==> src/rtl/ctrlreg_pkg.sv <==
package ctrlreg_pkg;
  localparam int DW = 32;
  localparam int HW = 16;

  // masked merge: enable bits live in the upper half of the write word
  function automatic logic [HW-1:0] mask_merge(input logic [HW-1:0] old_v,
                                               input logic [DW-1:0] wd);
    logic [HW-1:0] en;
    en = wd[DW-1:HW];
    return (old_v & ~en) | (wd[HW-1:0] & en);
  endfunction

  // externally visible value of a masked register
  function automatic logic [DW-1:0] masked_view(input logic [HW-1:0] s);
    return {{(DW-HW){1'b0}}, s};
  endfunction
endpackage

==> src/rtl/ctrlreg_decode.sv <==
module ctrlreg_decode #(
  parameter int NREG = 4,
  parameter int AW   = 2
) (
  input  logic          valid,
  input  logic          write,
  input  logic [AW-1:0] addr,
  output logic [NREG-1:0] we
);
  for (genvar k = 0; k < NREG; k++) begin : g_dec
    assign we[k] = valid && write && (addr == AW'(k));
  end

  // a single write strobe per request at most
  always_comb begin
    a_r7_onehot_we: assert ($onehot0(we) || $isunknown(we));
  end
endmodule

==> src/rtl/ctrlreg_cell.sv <==
module ctrlreg_cell
  import ctrlreg_pkg::*;
#(
  parameter bit          MASKED = 1'b1,
  parameter logic [31:0] RST    = 32'h0
) (
  input  logic          clk,
  input  logic          rst_n,
  input  logic          we,
  input  logic [DW-1:0] wdata,
  output logic [DW-1:0] q
);
  if (MASKED) begin : g_masked
    logic [HW-1:0] store;
    logic          zero_en;
    assign zero_en = (wdata[DW-1:HW] == '0);

    always_ff @(posedge clk) begin
      if (!rst_n)  store <= RST[HW-1:0];
      else if (we) store <= mask_merge(store, wdata);
    end
    assign q = masked_view(store);

    a_r2_disabled_bits_hold: assert property (@(posedge clk) disable iff (!rst_n)
      we |=> ((q[HW-1:0] & ~$past(wdata[DW-1:HW])) ==
              ($past(q[HW-1:0]) & ~$past(wdata[DW-1:HW]))));
    a_r2_enabled_bits_take: assert property (@(posedge clk) disable iff (!rst_n)
      we |=> ((q[HW-1:0] & $past(wdata[DW-1:HW])) ==
              ($past(wdata[HW-1:0]) & $past(wdata[DW-1:HW]))));
    a_r3_zero_enable: assert property (@(posedge clk) disable iff (!rst_n)
      (we && zero_en) |=> $stable(q));
    a_r4_upper_zero: assert property (@(posedge clk) disable iff (!rst_n)
      q[DW-1:HW] == '0);
  end else begin : g_plain
    logic [DW-1:0] store;
    always_ff @(posedge clk) begin
      if (!rst_n)  store <= RST;
      else if (we) store <= wdata;
    end
    assign q = store;

    a_r5_full_replace: assert property (@(posedge clk) disable iff (!rst_n)
      we |=> (q == $past(wdata)));
  end

  a_r7_idle_stable: assert property (@(posedge clk) disable iff (!rst_n)
    !we |=> $stable(q));
endmodule

==> src/rtl/ctrlreg_rdmux.sv <==
module ctrlreg_rdmux #(
  parameter int NREG = 4,
  parameter int AW   = 2
) (
  input  logic [NREG*32-1:0] flat,
  input  logic [AW-1:0]      addr,
  output logic [31:0]        sel
);
  always_comb begin
    sel = '0;
    for (int k = 0; k < NREG; k++) begin
      if (addr == AW'(k)) sel = flat[k*32 +: 32];
    end
  end
endmodule

==> src/rtl/ctrlreg_bank.sv <==
module ctrlreg_bank
  import ctrlreg_pkg::*;
#(
  parameter int                NREG     = 4,
  parameter logic [NREG-1:0]   MASK_SEL = 4'b0101,
  parameter logic [NREG*32-1:0] RST_VALS = {32'hCAFE_0003, 32'h0000_00A5,
                                            32'h1357_9BDF, 32'h0000_4321},
  localparam int               AW       = (NREG > 1) ? $clog2(NREG) : 1
) (
  input  logic               clk,
  input  logic               rst_n,
  input  logic               req_valid,
  input  logic               req_write,
  input  logic [AW-1:0]      req_addr,
  input  logic [31:0]        req_wdata,
  output logic               rsp_valid,
  output logic [31:0]        rsp_rdata,
  output logic [NREG*32-1:0] ctrl_q
);
  logic [NREG-1:0] we_vec;
  logic [31:0]     rd_sel;
  logic            rd_req;

  assign rd_req = req_valid && !req_write;

  ctrlreg_decode #(.NREG(NREG), .AW(AW)) u_dec (
    .valid(req_valid), .write(req_write), .addr(req_addr), .we(we_vec)
  );

  for (genvar k = 0; k < NREG; k++) begin : g_reg
    ctrlreg_cell #(.MASKED(MASK_SEL[k]), .RST(RST_VALS[k*32 +: 32])) u_cell (
      .clk(clk), .rst_n(rst_n), .we(we_vec[k]),
      .wdata(req_wdata), .q(ctrl_q[k*32 +: 32])
    );
  end

  ctrlreg_rdmux #(.NREG(NREG), .AW(AW)) u_rd (
    .flat(ctrl_q), .addr(req_addr), .sel(rd_sel)
  );

  always_ff @(posedge clk) begin
    if (!rst_n) begin
      rsp_valid <= 1'b0;
      rsp_rdata <= '0;
    end else begin
      rsp_valid <= rd_req;
      if (rd_req) rsp_rdata <= rd_sel;
    end
  end

  a_r6_resp_follows_read: assert property (@(posedge clk) disable iff (!rst_n)
    rd_req |=> rsp_valid);
  a_r6_no_spurious_resp: assert property (@(posedge clk) disable iff (!rst_n)
    !rd_req |=> !rsp_valid);
  a_r6_resp_data: assert property (@(posedge clk) disable iff (!rst_n)
    rd_req |=> (rsp_rdata == $past(rd_sel)));
endmodule

==> config.mk <==
export PLATFORM = sky130hd
export DESIGN_NAME = ctrlreg_bank
export DESIGN_NICKNAME = d
export VERILOG_FILES = /design/src/rtl/ctrlreg_pkg.sv /design/src/rtl/ctrlreg_decode.sv /design/src/rtl/ctrlreg_cell.sv /design/src/rtl/ctrlreg_rdmux.sv /design/src/rtl/ctrlreg_bank.sv
export SDC_FILE = /design/constraint.sdc
export NUM_CORES = 1
export LEC_CHECK = 0
export BUFFER_PORTS_ARGS = -buffer_cell sky130_fd_sc_hd__buf_2
export CORE_MARGIN = 2
export CORE_UTILIZATION = 40
export CTS_BUF_LIST = sky130_fd_sc_hd__clkbuf_16
export DETAILED_ROUTE_END_ITERATION = 8
export PLACE_DENSITY = 0.64
export SKIP_LAST_GASP = 1
export SYNTH_ARGS = -nofsm -noshare
export SYNTH_HDL_FRONTEND = slang
export SYNTH_SLANG_ARGS = --single-unit
==> constraint.sdc <==
create_clock -name clk -period 1.62 [get_ports clk]
set_input_delay 0.324 -clock clk [delete_from_list [all_inputs] [get_ports clk]]
set_output_delay 0.324 -clock clk [all_outputs]
set_load 0.03 [all_outputs]
After elaboration in Yosys (flattened, before gate mapping)
Index checks and enable logic that the tools add are counted.

operators by class
  bitwise gates (word level) = 6
  eq/ne operators = 3
  reduce and logical (&&, ||, !) cells = 8
  mux-type cells = 4

operator list
  operator              count
  $mux W32              3
  $and A16 B16 Y16      3
  $or A16 B16 Y16       2
  $mux W16              1
  $not A16 Y16          1
  $logic_and A1 B1 Y1   6
  $eq A2 B2 Y1 const B  2
  $eq A2 B1 Y1 const B  1
  $logic_not A2 Y1      1
  $logic_not A1 Y1      1

word-level totals
  bits of input ports = 38
  logic and storage cells = 27
  output and inout port bits = 161
  register bits after elaboration = 129

Depth between registers and ports, before layout
  depth in word-level cells = 5
  depth in mapped cells = 7
  mapped depth without buffers = 3

Hierarchy
Synthesis repeated with hierarchy kept, for this count alone.

second synthesis, totals
  cell total of the unflattened synthesis = 586
  area, all modules = 6237.2 µm²

by module, submodules not included
  module                          seq. area each (µm²)  cells each  area an instance (µm²)  instances
  ctrlreg_bank                    660.6                 142         1347.5                  1
  ctrlreg_cell (g_reg[3].u_cell)  640.6                 103         1202.4                  1
  ctrlreg_cell (g_reg[1].u_cell)  640.6                 103         1176.1                  1
  ctrlreg_cell (g_reg[0].u_cell)  320.3                 97          829.5                   1
  ctrlreg_cell (g_reg[2].u_cell)  320.3                 98          822.0                   1
  ctrlreg_rdmux                   0.0                   39          814.5                   1
  ctrlreg_decode                  0.0                   4           45.0                    1

Worst setup path after synthesis
OpenSTA, ideal clock, no wires.

  path kind = input -> register
  start = input req_addr[0]
  end = register with a tool-made name
  setup slack = 0.200 ns
  data required time = 1.498 ns
  arrival time = 1.297 ns
  setup time = 0.122 ns
  path buffers = 2
  stages = 5
  cell sequence = buf_2 -> and4bb_2 -> buf_4 -> a21boi_0 -> a311o_1

RTL lines
  element             line                RTL
  start: declaration  ctrlreg_bank.sv:14  input logic [AW-1:0] req_addr,

Worst setup path in the final report
  start = register g_reg[3].u_cell.g_plain.store[7]
  end = output ctrl_q[103]

RTL lines
  element                   line                RTL
  start: declaration        ctrlreg_cell.sv:35  logic [DW-1:0] store;
  start signal: assignment  ctrlreg_cell.sv:38  else if (we) store <= wdata;
  end: declaration          ctrlreg_bank.sv:18  output logic [NREG*32-1:0] ctrl_q

No word-level cell between the ends.

==> results_dict.tcl <==
set metrics [dict create \
    slew_viol_final 0 \
    vdd_drop_max_mv 0.639 \
    ys_warn_count 0 \
    dp_slack_ps 39.8 \
    hold_violations 0 \
    end_kind "primary output" \
    cp_data_arrival_time_ps 1050 \
    drive_gt1_share_pct 31.1 \
    powerDensity_mw_per_mm2 1140 \
    final_nets 804 \
    max_slew.worst_pin.slew_ps 668 \
    syn_avg_cell_area_um2 8.95 \
    fin_skew_ps 5.56 \
    gr-total-overflow 0 \
    core_area_mm2 0.0133 \
    viasPerCell 5.12 \
    setup_ws_ps 245 \
    yosysSeqAreaShare_pct 47.1 \
    path_clk_slew_ps 60 \
    die_y_um 121 \
    drc_errors 0 \
    grt_start_max_net_pins 88 \
    period_needed_ps 1370 \
    timing.rr.start "g_reg[3].u_cell.q[29]" \
    post-route-period-util_pct 84.9 \
    grt_pass1_vias 4655 \
    crit_start "g_reg[3].u_cell.q[7]" \
    routed_wl_mm 15.9 \
    reg2reg_depth 3 \
    crit_chain "buf_2" \
    mostFrequentLayoutCell "buf_2" \
    cts_tree "yes" \
    htree_num_levels 4 \
    syn2layout_area_growth_pct 26.9 \
    r2r_slack_ps 640 \
    status "complete, no violations" \
    worst_hold_slack_ps 125 \
    slowest_delay_ps 400 \
    p_leak_nw 3.31 \
    dp_hpwl_mm 11.0 \
    fin_setup_tns_ps 0 \
    worstPathBufferInverterCount 1 \
    syn_inst 613 \
    ys_ff_latch 129 \
    switching_power_mw 2.05 \
    power_frac_seq_pct 41.9 \
    slew_headroom_pct 55.5 \
    fp-row-count 42 \
    post_cts.repair.setup_buffers 0 \
    start_util_pct 41.3 \
    ant_nets 0 \
    reg2reg_to "rsp_rdata[29]" \
    antenna_found_initial 0 \
    n_antenna_cell 0 \
    track_usage_pct 22.2 \
    postCtsResizedCells 0 \
    cp.depth 1 \
    internal-power_mw 5.89 \
    crit_required_ps 1300 \
    die_area_mm2 0.0147 \
    clock_sinks 129 \
    crit_fanout 3 \
    setup_viol 0 \
    cts_buffers 17 \
    slowest_stage "dfxtp_1" \
    wl_per_cell_um 16.7 \
    cts_max_path_buffers 2 \
    worstSetupPathType "flip-flop to primary output" \
    combPwrFrac_pct 10.9 \
    place.gp.congestion 0.827 \
    layout_common_cells "buf_2 (165), nand2_1 (147), dfxtp_1 (129)" \
    io_buffers 166 \
    syn_area_mm2 0.00549 \
    swShare_pct 25.9 \
    min_path_type "input port to flip-flop" \
    worst_setup_path_endpoint "ctrl_q[103]" \
    netlist-cell-type-count 30 \
    cp-start-kind "flip-flop" \
    hold_buffers 0 \
    cp_top_family "flip-flops" \
    io_pins 199 \
    insertion_delay_ps 420 \
    grt_pass1_wl_mm 25.2 \
    p_clk_share_pct 47.2 \
    fmax_mhz 727 \
    rsz0062_at_grt "no" \
    vias 4894 \
    cap_violations 0 \
    cts-root-buf "clkbuf_16" \
    drtPass1Iterations 5 \
    drtIter0Drc 256 \
    die_w_um 121 \
]
-- area by class of cell --
type	count	area (µm²)
Fill cell	1256	6330
Sequential cell	129	2580
Multi-Input combinational cell	431	2540
Timing Repair Buffer	186	1050
Clock buffer	17	425
Tap cell	176	220
Clock inverter	15	149
Inverter	1	3.75
-- Yosys cell counts, drive strengths merged --
| cell | instances | area [µm²] |
|---|---|---|
| a22oi | 16 | 120 |
| a21oi | 9 | 45.0 |
| nand2 | 147 | 552 |
| a311o | 5 | 50.1 |
| or3 | 1 | 6.26 |
| mux2i | 55 | 551 |
| clkbuf | 21 | 78.8 |
| and4b | 2 | 20.0 |
| and4 | 1 | 8.76 |
| and4bb | 1 | 12.5 |
| nand4b | 2 | 17.5 |
| o221ai | 16 | 203 |
| buf | 62 | 403 |
| o21ai | 22 | 110 |
| inv | 1 | 3.75 |
| nand3 | 71 | 355 |
| mux2 | 16 | 180 |
| a31oi | 4 | 25.0 |
| nand2b | 1 | 6.26 |
| nor2 | 19 | 71.3 |
| a21boi | 5 | 37.5 |
| conb | 1 | 3.75 |
| dfxtp | 129 | 2580 |
| a211oi | 4 | 30.0 |
| and3b | 1 | 8.76 |
| nand4 | 1 | 6.26 |
-- worst min-delay path by stage --
stage,startpoint,end,slack (ps),depth (start not counted)
2_1_floorplan,req_wdata[16],flip-flop,430,1
3_3_place_gp,g_reg[1].u_cell.q[27],g_reg[1].u_cell.q[27],460,2
3_5_place_dp,g_reg[1].u_cell.q[27],g_reg[1].u_cell.q[27],460,2
4_1_cts,req_wdata[12],g_reg[1].u_cell.q[12],110,3
5_1_grt,req_wdata[15],g_reg[1].u_cell.q[15],130,3
6_report,req_wdata[12],g_reg[1].u_cell.q[12],120,3
-- routing by layer --
layer,global-route usage (%),share of wire [%]
met1,29.4,45
met4,9.20,1.9
met2,34.0,46
met3,6.16,7.3
met5,0,0
-- cell families after synthesis --
| kind of cell | count (synthesis) | synth area share [%] |
|---|---|---|
| muxes | 71 | 13.3 |
| and+or+nand+nor | 247 | 19.4 |
| DFF | 129 | 47.1 |
| other | 1 | 0.0683 |
| AOI/OAI and AO/OA | 81 | 11.3 |
| buffers and inverters | 84 | 8.85 |
-- power groups by stage --
stage          sequential, mW  clock (mW)  combinational [mW]
2_1_floorplan            3.56           0               0.483
3_3_place_gp             3.39           0               0.851
3_5_place_dp             3.39           0               0.866
4_1_cts                  3.33        3.80               0.868
5_1_grt                  3.34        3.94               0.929
6_report                 3.33        3.75               0.865
-- per-stage QoR --
step	total power [mW]	instances	cell area [µm²]	utilization, %
after floorplan	4.04	644	5600	-
after global routing	8.21	955	6970	52.4
after CTS	8.00	955	6970	52.4
final	7.94	955	6970	52.4
after detailed placement	4.26	923	6390	48.1
after global placement	4.24	923	6390	48.1
(Power assumes the default switching activity.)
